===== config.mk =====
export PLATFORM = sky130hd
export DESIGN_NAME = perf_counter_unit
export DESIGN_NICKNAME = d
export VERILOG_FILES = /design/src/rtl/perfmon_pkg.sv /design/src/rtl/perfmon_event_mux.sv /design/src/rtl/perfmon_counter.sv /design/src/rtl/perf_counter_unit.sv
export SDC_FILE = /design/constraint.sdc
export NUM_CORES = 1
export LEC_CHECK = 0
export CAP_MARGIN = 20
export CORE_ASPECT_RATIO = 2
export CORE_UTILIZATION = 40
export DETAILED_ROUTE_END_ITERATION = 12
export SLEW_MARGIN = 5
export SYNTH_ARGS = -nofsm -noshare
export SYNTH_HDL_FRONTEND = slang
export SYNTH_SLANG_ARGS = --single-unit

===== constraint.sdc =====
create_clock -name clk -period 2.91 [get_ports clk]
set_input_delay 0.582 -clock clk [delete_from_list [all_inputs] [get_ports clk]]
set_output_delay 0.582 -clock clk [all_outputs]
set_load 0.02 [all_outputs]

===== src/rtl/perfmon_pkg.sv =====
package perfmon_pkg;
  localparam int DATA_W   = 32;
  localparam int ADDR_W   = 4;
  localparam int CYC_BIT  = 31;
  localparam int NCNT_LSB = 11;

  localparam logic [ADDR_W-1:0] A_CTRL   = 4'h0;
  localparam logic [ADDR_W-1:0] A_EN_SET = 4'h1;
  localparam logic [ADDR_W-1:0] A_EN_CLR = 4'h2;
  localparam logic [ADDR_W-1:0] A_IE_SET = 4'h3;
  localparam logic [ADDR_W-1:0] A_IE_CLR = 4'h4;
  localparam logic [ADDR_W-1:0] A_FLAGS  = 4'h5;
  localparam logic [ADDR_W-1:0] A_SEL    = 4'h6;
  localparam logic [ADDR_W-1:0] A_EVCODE = 4'h7;
  localparam logic [ADDR_W-1:0] A_COUNT  = 4'h8;
  localparam logic [ADDR_W-1:0] A_CYCLES = 4'h9;
  localparam logic [ADDR_W-1:0] A_SWINC  = 4'hA;

  localparam logic [7:0] EV_SWINC  = 8'h00;
  localparam logic [7:0] EV_CYCLES = 8'h11;
  localparam logic [7:0] EV_LAST   = 8'h1D;
endpackage


===== src/rtl/perfmon_event_mux.sv =====
module perfmon_event_mux
  import perfmon_pkg::*;
#(
  parameter int EVT_LINES = 29
) (
  input  logic [7:0]           code,
  input  logic [EVT_LINES-1:0] lines,
  input  logic                 sw_pulse,
  output logic                 hit
);
  always_comb begin
    hit = 1'b0;
    if (code == EV_SWINC) begin
      hit = sw_pulse;
    end else if (code == EV_CYCLES) begin
      hit = 1'b1;
    end else if (code <= EV_LAST) begin
      for (int k = 0; k < EVT_LINES; k++) begin
        if (code == 8'(k + 1)) hit = lines[k];
      end
    end
  end
endmodule


===== src/rtl/perfmon_counter.sv =====
module perfmon_counter #(
  parameter int W = 32
) (
  input  logic         clk,
  input  logic         rst_n,
  input  logic         inc,
  input  logic         wr_en,
  input  logic [W-1:0] wr_data,
  output logic [W-1:0] value,
  output logic         wrap
);
  logic [W-1:0] cnt_q, cnt_d;
  logic         cnt_ce;

  always_comb begin
    cnt_d = cnt_q;
    if (wr_en)    cnt_d = wr_data;
    else if (inc) cnt_d = cnt_q + W'(1);
  end

  assign cnt_ce = wr_en | inc;
  assign wrap   = inc & ~wr_en & (&cnt_q);
  assign value  = cnt_q;

  always_ff @(posedge clk or negedge rst_n) begin
    if (!rst_n)      cnt_q <= '0;
    else if (cnt_ce) cnt_q <= cnt_d;
  end

  assert_step_R1: assert property (@(posedge clk) disable iff (!rst_n)
    (inc && !wr_en) |=> (cnt_q == $past(cnt_q) + W'(1)));

  assert_wrap_zero_R1: assert property (@(posedge clk) disable iff (!rst_n)
    wrap |=> (cnt_q == '0));

  assert_write_wins_R12: assert property (@(posedge clk) disable iff (!rst_n)
    wr_en |=> (cnt_q == $past(wr_data)));
endmodule


===== src/rtl/perf_counter_unit.sv =====
module perf_counter_unit
  import perfmon_pkg::*;
#(
  parameter int NCNT      = 4,
  parameter int EVT_LINES = 29
) (
  input  logic                 clk,
  input  logic                 rst_n,
  input  logic [ADDR_W-1:0]    bus_addr,
  input  logic                 bus_wr,
  input  logic [DATA_W-1:0]    bus_wdata,
  output logic [DATA_W-1:0]    bus_rdata,
  input  logic [EVT_LINES-1:0] evt_in,
  output logic                 irq
);
  localparam logic [DATA_W-1:0] IMPL_MASK =
    ((DATA_W'(1) << NCNT) - DATA_W'(1)) | (DATA_W'(1) << CYC_BIT);

  logic              unit_en_q, unit_en_d;
  logic [DATA_W-1:0] en_q, en_d, ie_q, ie_d, flg_q, flg_d;
  logic [7:0]        sel_q;
  logic [7:0]        code_q [NCNT];
  logic [DATA_W-1:0] cnt_val [NCNT];
  logic [DATA_W-1:0] cyc_val;
  logic [DATA_W-1:0] wrap_vec;
  logic              sel_ok;
  logic ctrl_we, ens_we, enc_we, ies_we, iec_we, flg_we, sel_we;
  logic code_we, cnt_we, cyc_we, sw_we, flg_ce;

  assign ctrl_we = bus_wr && (bus_addr == A_CTRL);
  assign ens_we  = bus_wr && (bus_addr == A_EN_SET);
  assign enc_we  = bus_wr && (bus_addr == A_EN_CLR);
  assign ies_we  = bus_wr && (bus_addr == A_IE_SET);
  assign iec_we  = bus_wr && (bus_addr == A_IE_CLR);
  assign flg_we  = bus_wr && (bus_addr == A_FLAGS);
  assign sel_we  = bus_wr && (bus_addr == A_SEL);
  assign code_we = bus_wr && (bus_addr == A_EVCODE);
  assign cnt_we  = bus_wr && (bus_addr == A_COUNT);
  assign cyc_we  = bus_wr && (bus_addr == A_CYCLES);
  assign sw_we   = bus_wr && (bus_addr == A_SWINC);
  assign sel_ok  = (sel_q < 8'(NCNT));

  // next state of the mask and control registers
  always_comb begin
    unit_en_d = ctrl_we ? bus_wdata[0] : unit_en_q;
    en_d = en_q;
    if (ens_we) en_d = en_q | (bus_wdata & IMPL_MASK);
    if (enc_we) en_d = en_q & ~bus_wdata;
    ie_d = ie_q;
    if (ies_we) ie_d = ie_q | (bus_wdata & IMPL_MASK);
    if (iec_we) ie_d = ie_q & ~bus_wdata;
    // a wrap in the same cycle outranks a clearing write
    flg_d = (flg_q & ~(flg_we ? bus_wdata : '0)) | wrap_vec;
  end

  assign flg_ce = flg_we | (|wrap_vec);

  always_ff @(posedge clk or negedge rst_n) begin
    if (!rst_n) begin
      unit_en_q <= 1'b0;
      en_q      <= '0;
      ie_q      <= '0;
      flg_q     <= '0;
      sel_q     <= '0;
    end else begin
      if (ctrl_we)         unit_en_q <= unit_en_d;
      if (ens_we | enc_we) en_q      <= en_d;
      if (ies_we | iec_we) ie_q      <= ie_d;
      if (flg_ce)          flg_q     <= flg_d;
      if (sel_we)          sel_q     <= bus_wdata[7:0];
    end
  end

  for (genvar i = 0; i < NCNT; i++) begin : g_evt
    logic hit, inc, hit_sel;
    assign hit_sel = sel_ok && (sel_q == 8'(i));

    always_ff @(posedge clk or negedge rst_n) begin
      if (!rst_n)                   code_q[i] <= '0;
      else if (code_we && hit_sel)  code_q[i] <= bus_wdata[7:0];
    end

    perfmon_event_mux #(.EVT_LINES(EVT_LINES)) u_mux (
      .code     (code_q[i]),
      .lines    (evt_in),
      .sw_pulse (sw_we & bus_wdata[i]),
      .hit      (hit)
    );

    assign inc = unit_en_q & en_q[i] & hit;

    perfmon_counter #(.W(DATA_W)) u_cnt (
      .clk     (clk),
      .rst_n   (rst_n),
      .inc     (inc),
      .wr_en   (cnt_we && hit_sel),
      .wr_data (bus_wdata),
      .value   (cnt_val[i]),
      .wrap    (wrap_vec[i])
    );

    assert_hold_off_R6: assert property (@(posedge clk) disable iff (!rst_n)
      (!unit_en_q && !cnt_we) |=> $stable(cnt_val[i]));
  end

  if (CYC_BIT > NCNT) begin : g_gap
    assign wrap_vec[CYC_BIT-1:NCNT] = '0;
  end

  perfmon_counter #(.W(DATA_W)) u_cyc (
    .clk     (clk),
    .rst_n   (rst_n),
    .inc     (unit_en_q & en_q[CYC_BIT]),
    .wr_en   (cyc_we),
    .wr_data (bus_wdata),
    .value   (cyc_val),
    .wrap    (wrap_vec[CYC_BIT])
  );

  // read data
  always_comb begin
    bus_rdata = '0;
    case (bus_addr)
      A_CTRL:             bus_rdata = {16'd0, 5'(NCNT), 10'd0, unit_en_q};
      A_EN_SET, A_EN_CLR: bus_rdata = en_q;
      A_IE_SET, A_IE_CLR: bus_rdata = ie_q;
      A_FLAGS:            bus_rdata = flg_q;
      A_SEL:              bus_rdata = {24'd0, sel_q};
      A_EVCODE: for (int k = 0; k < NCNT; k++)
                  if (sel_q == 8'(k)) bus_rdata = {24'd0, code_q[k]};
      A_COUNT:  for (int k = 0; k < NCNT; k++)
                  if (sel_q == 8'(k)) bus_rdata = cnt_val[k];
      A_CYCLES:           bus_rdata = cyc_val;
      default:            bus_rdata = '0;
    endcase
  end

  assign irq = |(flg_q & ie_q);

  assert_hold_cyc_R6: assert property (@(posedge clk) disable iff (!rst_n)
    (!unit_en_q && !cyc_we) |=> $stable(cyc_val));

  assert_enset_R2: assert property (@(posedge clk) disable iff (!rst_n)
    ens_we |=> ((en_q & $past(bus_wdata & IMPL_MASK)) == $past(bus_wdata & IMPL_MASK)));

  assert_flag_clear_R4: assert property (@(posedge clk) disable iff (!rst_n)
    (flg_we && !(|wrap_vec)) |=> ((flg_q & $past(bus_wdata)) == '0));

  assert_badsel_R8: assert property (@(posedge clk) disable iff (!rst_n)
    (!sel_ok && (bus_addr == A_EVCODE || bus_addr == A_COUNT)) |-> (bus_rdata == '0));

  assert_irq_idle_R5: assert property (@(posedge clk) disable iff (!rst_n)
    (flg_q == '0) |-> !irq);
endmodule


**After elaboration in Yosys (flattened, before gate mapping)**

Cells that the tools add are included.

- Bitwise logic cells: 45
- Multiplexer cells: 148
- Add/sub/neg operators: 5
- $lt $le $gt $ge: 5
- Equality and inequality tests: 129
- Reductions and logical operators: 52

Operators with widths:

| kind | count |
|---|---|
| $mux W32 | 22 |
| $eq A8 B5 Y1 const B | 56 |
| $eq A8 B4 Y1 const B | 32 |
| $pmux W32 S8 | 1 |
| $add A32 B1 Y32 const B | 5 |
| $reduce_and A32 Y1 | 5 |
| $and A32 B32 Y32 | 4 |
| $eq A8 B3 Y1 const B | 16 |
| $mux W1 | 124 |
| $or A32 B32 Y32 | 3 |
| $eq A8 B2 Y1 const B | 10 |
| $not A32 Y32 | 2 |
| $eq A8 B1 Y1 const B | 5 |
| $logic_not A8 Y1 | 5 |
| $le A8 B5 Y1 const B | 4 |
| $reduce_or A32 Y1 | 1 |
| $and A1 B1 Y1 | 23 |
| $logic_and A1 B1 Y1 | 23 |
| $eq A4 B3 Y1 const B | 4 |
| $reduce_and A2 Y1 | 7 |
| $reduce_bool A2 Y1 | 7 |
| $eq A4 B4 Y1 const B | 3 |
| $eq A4 B2 Y1 const B | 2 |
| $lt A8 B3 Y1 const B | 1 |
| other kinds (7) | 19 |

- Input port bits: 68
- Output and inout port bits: 33
- Flip-flop bits (word level): 297
- Word-level logic and storage cells: 398

**Logic depth before layout (Yosys ltp)**

Gate-level depths: netlist of run 1.

- Depth in word-level cells: 37
- Gate-level depth with buffers: 12
- Gate-level depth less buffers: 9

**By module**

From an unflattened synthesis of run 1, not the netlist that was laid out.

- Cells, all modules: 2036
- Area, all modules: 19065.8 sq um

Modules (own cells, without submodules):

| module | instances | seq. area each (sq um) | cells each | area each (sq um) |
|---|---|---|---|---|
| perf_counter_unit | 1 | 3428.3 | 646 | 7435.9 |
| perfmon_counter at g_evt[0].u_cnt ... | 3 | 800.8 | 220 | 1895.6 |
| perfmon_counter at g_evt[3].u_cnt ... | 2 | 800.8 | 211 | 1860.5 |
| perfmon_event_mux | 4 | 0.0 | 77 | 555.5 |

**Least setup slack after synthesis of run 1**

OpenSTA, ideal clock, no wires.

- Kind: input to register
- Start point: input port bus_addr[1]
- End point: register g_evt[1].u_cnt.cnt_q[31]
- Path buffers: 2
- Slack: -137 ps
- Required time: 2841 ps
- Arrival time: 2978 ps
- Library setup time: 69 ps
- Stages: 11
- Path through: clkbuf_1 > nand3b_1 > nor2_1 > nand2_1 > a311oi_1 > o41ai_1 > a31o_2 > buf_2 > nor4_2 > mux2_2 > nand3_1

- Word-level cells in the longest chain between the ends: 7
- Elaborated cells between the ends (all ways): 12
- Those cells by class: eq/ne (2); mux (2); bitwise (3); reduce/logical (5)

RTL lines:

| item | line | source |
|---|---|---|
| start: declaration | perf_counter_unit.sv:9 | `input logic [ADDR_W-1:0] bus_addr,` |
| $eq A4 B4 Y1 | perf_counter_unit.sv:40 | `assign sw_we = bus_wr && (bus_addr == A_SWINC);` |
| $logic_and A1 B1 Y1 | perf_counter_unit.sv:40 |  |
| $and A1 B1 Y1 | perf_counter_unit.sv:86 | `.sw_pulse (sw_we & bus_wdata[i]),` |
| $mux W1 | perfmon_event_mux.sv:13 | `if (code == EV_SWINC) begin` |
| $and A1 B1 Y1 | perf_counter_unit.sv:90 | `assign inc = unit_en_q & en_q[i] & hit;` |
| $reduce_bool A2 Y1 (no source line) / $or A1 B1 Y1 (equally long branches) | - |  |
| $reduce_and A2 Y1 (no source line) | - |  |
| end signal: assignment | perfmon_counter.sv:27 | `else if (cnt_ce) cnt_q <= cnt_d;` |
| end: declaration | perfmon_counter.sv:12 | `logic [W-1:0] cnt_q, cnt_d;` |

Parallel ways exist; a longest one is shown, timed or not.
A chain may end at the register's enable or synchronous reset.

**Final worst setup path of run 1**

- Start point: register sel_q[5]
- End point: output port bus_rdata[0]

- Word-level cells in the longest chain between the ends: 6
- Elaborated cells between the ends (all ways): 13
- Those cells by class: eq/ne (3); mux (9); reduce/logical (1)

RTL lines:

| item | line | source |
|---|---|---|
| start: declaration | perf_counter_unit.sv:21 | `logic [7:0] sel_q;` |
| start signal: assignment | perf_counter_unit.sv:70 | `if (sel_we) sel_q <= bus_wdata[7:0];` |
| $logic_not A8 Y1 | perf_counter_unit.sv:130, perf_counter_unit.sv:132 |  |
| $mux W32 / $mux W8 (equally long branches) | perf_counter_unit.sv:132, perf_counter_unit.sv:130 |  |
| $mux W32 (on tied branches) (3 in a row) | perf_counter_unit.sv:132, perf_counter_unit.sv:130 |  |
| $pmux W32 S8 * | perf_counter_unit.sv:123 | `case (bus_addr)` |
| end: declaration | perf_counter_unit.sv:12 | `output logic [DATA_W-1:0] bus_rdata,` |

Every way passes the cells marked *; elsewhere a longest branch is shown, timed or not.

==> results of run 1 <==
## placed cells by master (no fill, tap or decap), types with 10 or more instances in the layout
cell	n
mux4_2	28
a222oi_1	30
buf_4	270
mux2_2	52
o21ai_0	140
nand3_2	11
and2_1	11
inv_1	54
clkbuf_1	10
clkdlybuf4s50_1	52
a21boi_0	80
nand4_1	41
nor2_1	132
nand2_1	245
buf_6	57
and3_1	36
nor4_1	16
nor2_4	11
xnor2_1	88
xor2_1	28
buf_12	22
nand3_1	79
dfrtp_2	10
a21oi_1	66
nor3_1	46
nor2_2	11
dfrtp_1	287
mux2i_1	25
nand2b_1	10
nand2_4	25
or3_1	19
a22oi_1	23
nor3b_1	16
clkbuf_16	29
nand3_4	14
a22o_1	11
a31oi_1	33
## how the worst min path moves through the flow
| stage | cells after the start | slack, ns | from | end |
|---|---|---|---|---|
| after floorplan | 0 | 0.29 | rst_n | async pin |
| after global placement | 1 | 0.52 | en_q[11]$_DFFE_PN0P_ | en_q[11]$_DFFE_PN0P_ |
| after detailed placement | 1 | 0.52 | en_q[25]$_DFFE_PN0P_ | en_q[25]$_DFFE_PN0P_ |
| after CTS | 1 | 0.54 | en_q[25]$_DFFE_PN0P_ | en_q[25]$_DFFE_PN0P_ |
| after global routing | 1 | 0.55 | en_q[25]$_DFFE_PN0P_ | en_q[25]$_DFFE_PN0P_ |
| final | 1 | 0.53 | en_q[30]$_DFFE_PN0P_ | en_q[30]$_DFFE_PN0P_ |
## cells by family after synthesis
| logic type | after synthesis | synth area share |
|---|---|---|
| and+or+nand+nor | 837 | 0.230 |
| AOI/OAI and AO/OA | 494 | 0.180 |
| DFF | 297 | 0.406 |
| buffers and inverters | 195 | 0.0419 |
| xor gates and xnor gates | 119 | 0.0569 |
| muxes | 109 | 0.0823 |
| adders and majority gates | 5 | 0.00341 |
## timing repair
item,4_1_cts,5_1_grt
pin swaps,94,107
gates resized for setup,296,232
gates cloned,4,1
hold endpoints to repair,46,0
setup buffers,27,19
endpoints found under the setup margin,119,146
hold buffers,1,0
## stage by stage
step	hold slack, ns	TNS, ns	instances
floorplan	0.286	0	2056
global placement	0.520	-96.54	2861
detailed placement	0.524	-100.09	2861
CTS	0.535	-17.23	2943
global route	0.545	-22.86	2952
finish	0.533	-15.82	2953
## registers in the layout, summed over array words and instances, names as in the netlist, named ones only
register	flops
flg_q	32
unit_en_q	1
ie_q	27
g_evt.u_cnt.value	128
u_cyc.value	32
sel_q	8
code_q	32
en_q	27
## metal layers
layer	part of all wire	wire length [um]
met5	0	0
met4	0.12	10200
met1	0.32	26500
met2	0.51	42400
met3	0.051	4260
## worst register-to-register path, cell delays in order, from the launching register on
cell	delay [ns]
dfrtp_1	0.41
or4b_4	0.56
or3_1	0.34
a21oi_2	0.14
a221oi_2	0.06
or4_4	0.44
a211oi_4	0.29
buf_12	0.18
buf_12	0.17
buf_6	0.13
nor4b_4	0.04
xnor2_1	0.17
a21oi_1	0.09
## area by class of cell
class	count	share of cell area
timing repair buffer	426	0.161
antenna	1	0.000101
multi-input combinational	1564	0.463
tap	560	0.0284
sequential	297	0.302
inverter	55	0.00852
clock inverter	6	0.00386
clock buffer	44	0.0333
## report_power, final
part | switching, mW | internal, mW | leakage (nW)
clock network | 1.70 | 2.11 | 0.447
logic | 2.35 | 1.76 | 6.23
registers | 0.699 | 4.62 | 3.80
total | 4.75 | 8.49 | 10.5
==> metrics.cfg, run 1 <==
[die]
dieArea_um2 = 46700
core.rowCount = 110
ios = 101
die_w_um = 153
core_area_um2 = 45100
initial_core_util = 0.406
die_h_um = 305

[clock_network]
htreeDepth = 1
clk_latency_ns = 0.59
cts_made_buffers = 28
clockBufferDepth = 3
path_clk_slew_ns = 0.07
cts_sinks = 297
cts_root_buf = clkbuf_16
cts_tree = built

[setup_path]
cp-startpoint = sel_q[5]$_DFFE_PN0P_
critPathMaxFanout = 7
critical-path-max-stage-delay_ns = 0.53
crit_slowest_cell = or4_4
regToRegEndpoint = g_evt[0].u_cnt.value[21]$_DFFE_PN0P_
start_kind = register
r2r_start = code_q[31]$_DFFE_PN0P_
crit_chain = or4_4, nor3_2, buf_4, buf_12, nand3_1, o211ai_1, nand4_1, buf_6
path_class = reg2out
rrSetupSlack_ns = -0.22
r2r_cells = 12
crit_family = simple AND/OR/NAND/NOR gates
end_kind = primary output
crit_cells = 8
crit_required_ns = 2.33
path_buf_inv = 3
endpoint = bus_rdata[0]
critPathArrivalTime_ns = 2.82

[detailed_routing]
drc = 0
ant_nets = 0
totalWireLength_um = 83400
dr.pass1.iters = 7
vias = 18400
drt_iter0_drc = 1484
wl_per_cell_um = 28.3
viasPerCell = 6.22

[sta]
max_freq_mhz = 294
relSlewSlack = 0.371
min_period_ns = 3.40
worst_slew_pin_slew_ns = 0.940
skew_ns = 0.0197
finalHoldViolCount = 0
maxSlewViolCount = 0
rsz0062_at_grt = yes
setup_viol = 80
worst_slack_ns = -0.493
fin_crit_sh = 1.17

[synth]
synthArstFlopShare = 1.00
seq_area_frac_synth = 0.406
synth_ff_type = dfrtp_1
synth.distinct_cells = 81
postSynthCellCount = 2056
synth.most_common_cell = dfrtp_1
ys_top_cells_by_area = dfrtp_1 (41%), nand2_1 (5.6%), xnor2_1 (4.4%), o21ai_0 (4.1%), mux4_2 (3.4%)
ys_top_cells_by_count = dfrtp_1 (297), nand2_1 (272), nor2_1 (154), o21ai_0 (150), clkbuf_1 (114)
ys_warn_count = 0
synth_area_leader_cell = dfrtp_1
synth_edf_count = 0
synth_top_area_frac = 0.406
synthesis.nets = 2129
ys_seq_elements = 297
avgSynthCellArea_um2 = 8.91
syn_area_um2 = 18300

[placement]
dpl_cell_area_um2 = 21800
dpl.hpwl_um = 60900
gp_congestion = 0.992
dp_slack_ns = -0.869
portBuffers = 99

[pwr]
p_per_area_nw_per_um2 = 537
total_power_mw = 13.2
power.leakage_nw = 10.5
vdd_drop_max_mv = 0.538

[flow_run]
cap_violations = 0

[cells_and_area]
multi_input_area_um2 = 11400
syn2layout_area_growth_pct = 34.6
final_area_um2 = 24700
regArea_um2 = 7440
fillerInstances = 4030
drive_above_1_share = 0.290
final_core_util = 0.546
layout.nets = 2445

[grt]
top_usage_layer = met2
grt_pass1_wl_um = 121000
antenna_found_initial = 0
grt_overflow = 0
gr-usage-met2 = 0.630
grt_pass1_vias = 18600
grt_max_degree = 62
track_usage = 0.355
grt_use_met1 = 0.343
grt_util_met3 = 0.0492

[outcome]
violations = setup timing
status = finished, violations left

[hold_path]
hp-class = reg2reg

Power figures use the tool's default switching activity.
==> run 2: changes to the inputs <==
--- a/config.mk
+++ b/config.mk
@@ -7,8 +7,10 @@
 export LEC_CHECK = 0
 export CAP_MARGIN = 20
 export CORE_ASPECT_RATIO = 2
+export CORE_MARGIN = 5
 export CORE_UTILIZATION = 40
 export DETAILED_ROUTE_END_ITERATION = 12
+export REMOVE_ABC_BUFFERS = 1
 export SLEW_MARGIN = 5
 export SYNTH_ARGS = -nofsm -noshare
 export SYNTH_HDL_FRONTEND = slang
==> run 2 against run 1 <==
The run still ends with setup timing left. Total power increased by 2.1%. Sequential share of layout area decreased by 0.38 points. Sequential cell count unchanged. First-iteration DRC count increased by 18%. Worst setup slack improved by 0.0094 ns. Critical path depth decreased by 1. Fmax increased by 0.28%. Utilization increased by 0.18 points. Die area increased by 8.0%. Clock power increased by 17%. Critical path type unchanged. Largest power group unchanged.
==> metrics.cfg, run 2 (synthesis gave the netlist of run 1 again) <==
[die]
core_area_um2 = 45600  ; was 45,100 um2
die_h_um = 313  ; was 305 um
dieArea_um2 = 50400  ; was 46,700 um2
die_w_um = 161  ; was 153 um
ios = 101  ; unchanged
core.rowCount = 111  ; was 110
initial_core_util = 0.402  ; was 0.406

[sta]
finalHoldViolCount = 0  ; unchanged
max_freq_mhz = 295  ; was 294 MHz
relSlewSlack = 0.378  ; was 0.371
worst_slew_pin_slew_ns = 0.931  ; was 0.940 ns
maxSlewViolCount = 0  ; unchanged
rsz0062_at_grt = yes  ; unchanged
worst_slack_ns = -0.484  ; was -0.493 ns
skew_ns = 0.0152  ; was 0.0197 ns
setup_viol = 81  ; was 80
fin_crit_sh = 1.17  ; about the same
min_period_ns = 3.39  ; was 3.40 ns

[setup_path]
r2r_start = code_q[31]$_DFFE_PN0P_  ; unchanged
critPathMaxFanout = 6  ; was 7
start_kind = register  ; unchanged
path_class = reg2out  ; unchanged
end_kind = primary output  ; unchanged
rrSetupSlack_ns = -0.28  ; was -0.22 ns
r2r_cells = 13  ; was 12
crit_required_ns = 2.33  ; about the same
regToRegEndpoint = g_evt[0].u_cnt.value[11]$_DFFE_PN0P_  ; was g_evt[0].u_cnt.value[21]$_DFFE_PN0P_
critPathArrivalTime_ns = 2.81  ; was 2.82 ns

[detailed_routing]
viasPerCell = 6.10  ; was 6.22
ant_nets = 0  ; unchanged
dr.pass1.iters = 6  ; was 7
drt_iter0_drc = 1755  ; was 1,484
drc = 0  ; unchanged
vias = 18000  ; was 18,400
totalWireLength_um = 71100  ; was 83,400 um
wl_per_cell_um = 24.1  ; was 28.3 um

[grt]
grt_pass1_wl_um = 105000  ; was 121,000 um
grt_overflow = 0  ; unchanged
grt_max_degree = 66  ; was 62
grt_pass1_vias = 17500  ; was 18,600
antenna_found_initial = 2  ; was 0
track_usage = 0.268  ; was 0.355

[clock_network]
cts_made_buffers = 31  ; was 28
cts_tree = built  ; unchanged
cts_root_buf = clkbuf_16  ; unchanged
clockBufferDepth = 3  ; unchanged
cts_sinks = 297  ; unchanged
path_clk_slew_ns = 0.07  ; about the same
htreeDepth = 1  ; unchanged
clk_latency_ns = 0.59  ; about the same

[cells_and_area]
final_core_util = 0.548  ; was 0.546
layout.nets = 2439  ; was 2,445
drive_above_1_share = 0.279  ; was 0.290
layout_commonest_cell = dfrtp_1  ; unchanged
largest_reg_flops = 128  ; unchanged
fillerInstances = 4017  ; was 4,030
layout_common_cells = dfrtp_1 (289), nand2_1 (248), buf_4 (240)  ; was dfrtp_1 (287), buf_4 (270), nand2_1 (245)
syn2layout_area_growth_pct = 36.3  ; was 34.6%

[hold_path]
hp-class = in2async  ; was reg2reg

[pwr]
power.leakage_nw = 10.6  ; was 10.5 nW
vdd_drop_max_mv = 0.479  ; was 0.538 mV
total_power_mw = 13.5  ; was 13.2 mW
p_per_area_nw_per_um2 = 541  ; was 537 nW/um2

[placement]
gp_congestion = 0.958  ; was 0.992
portBuffers = 99  ; unchanged
dpl.hpwl_um = 50500  ; was 60,900 um
dp_slack_ns = -0.726  ; was -0.869 ns

[outcome]
violations = setup timing  ; unchanged
status = finished, violations left  ; unchanged

[flow_run]
cap_violations = 0  ; unchanged

==> run 2: changes by cell type in the layout (fill, tap and decap cells not counted), moves of 6 or more <==
cell	delta
clkbuf_1	-9
nand2_8	+8
buf_12	+11
a21oi_1	+6
buf_4	-30
buf_6	+6
nand2_4	-10
nor4_2	-6
clkbuf_16	+9
==> run 2: repair_timing <==
| action | in CTS | in global routing |
|---|---|---|
| pin swaps | 83 | 104 |
| hold endpoints to repair | 37 | 0 |
| hold buffers | 1 | 0 |
| setup buffers | 26 | 30 |
| gates cloned | 3 | 7 |
| endpoints found under the setup margin | 73 | 137 |
| resized for setup | 336 | 160 |
==> run 2: final cells by class <==
type / count / area [um2] / area share
diodes: 2 / 5.00 / 0.000200
clock buffers: 38 / 862 / 0.0345
multi-input cells: 1564 / 11300 / 0.454
well taps: 565 / 707 / 0.0283
clock inverters: 17 / 264 / 0.0106
repair buffers: 417 / 4150 / 0.166
inverters: 55 / 210 / 0.00842
flip-flops and latches: 297 / 7440 / 0.298
==> run 2: how the worst max path moves through the flow <==
stage | start | endpoint | slack, ns | cells after the start
after floorplan | code_q[24]$_DFFE_PN0P_ | g_evt[0].u_cnt.value[10]$_DFFE_PN0P_ | -0.79 | 9
after global placement | bus_addr[2] | bus_rdata[5] | -0.74 | 10
after detailed placement | bus_addr[2] | bus_rdata[5] | -0.73 | 10
after CTS | sel_q[5]$_DFFE_PN0P_ | bus_rdata[0] | -0.46 | 8
after global routing | sel_q[4]$_DFFE_PN0P_ | bus_rdata[2] | -0.53 | 7
final | sel_q[4]$_DFFE_PN0P_ | bus_rdata[2] | -0.48 | 7
==> run 2: per-layer routing <==
metal  routed length (um)  up-vias  global-route usage
li1                     -     8144                   -
met1                28500     8937               0.355
met2                34000      767               0.439
met3                 5180      171              0.0405
met4                 3420        0               0.113
met5                    0        -                   0
==> run 2: critical path, stage by stage (launching register included) <==
cell and delay, ns:
dfrtp_1 0.39, or4_4 0.52, nor3_2 0.17, buf_4 0.18
nand3b_1 0.22, a221oi_2 0.37, nand3_2 0.18, buf_6 0.18
==> run 2: power by group <==
part	internal, mW	switching [mW]
registers	4.62	0.667
clock network	2.64	1.83
logic	1.76	2.00
total	9.02	4.50
==> run 2: stage by stage <==
step | cell area, um2 | hold slack (ns) | TNS [ns] | std cells
6_report | 25000 | 0.477 | -17.68 | 2955
3_5_place_dp | 21800 | 0.507 | -72.20 | 2842
4_1_cts | 23900 | 0.478 | -12.79 | 2924
5_1_grt | 25000 | 0.508 | -24.19 | 2953
3_3_place_gp | 21800 | 0.509 | -68.53 | 2842
2_1_floorplan | 17800 | 0.286 | -79.40 | 1916
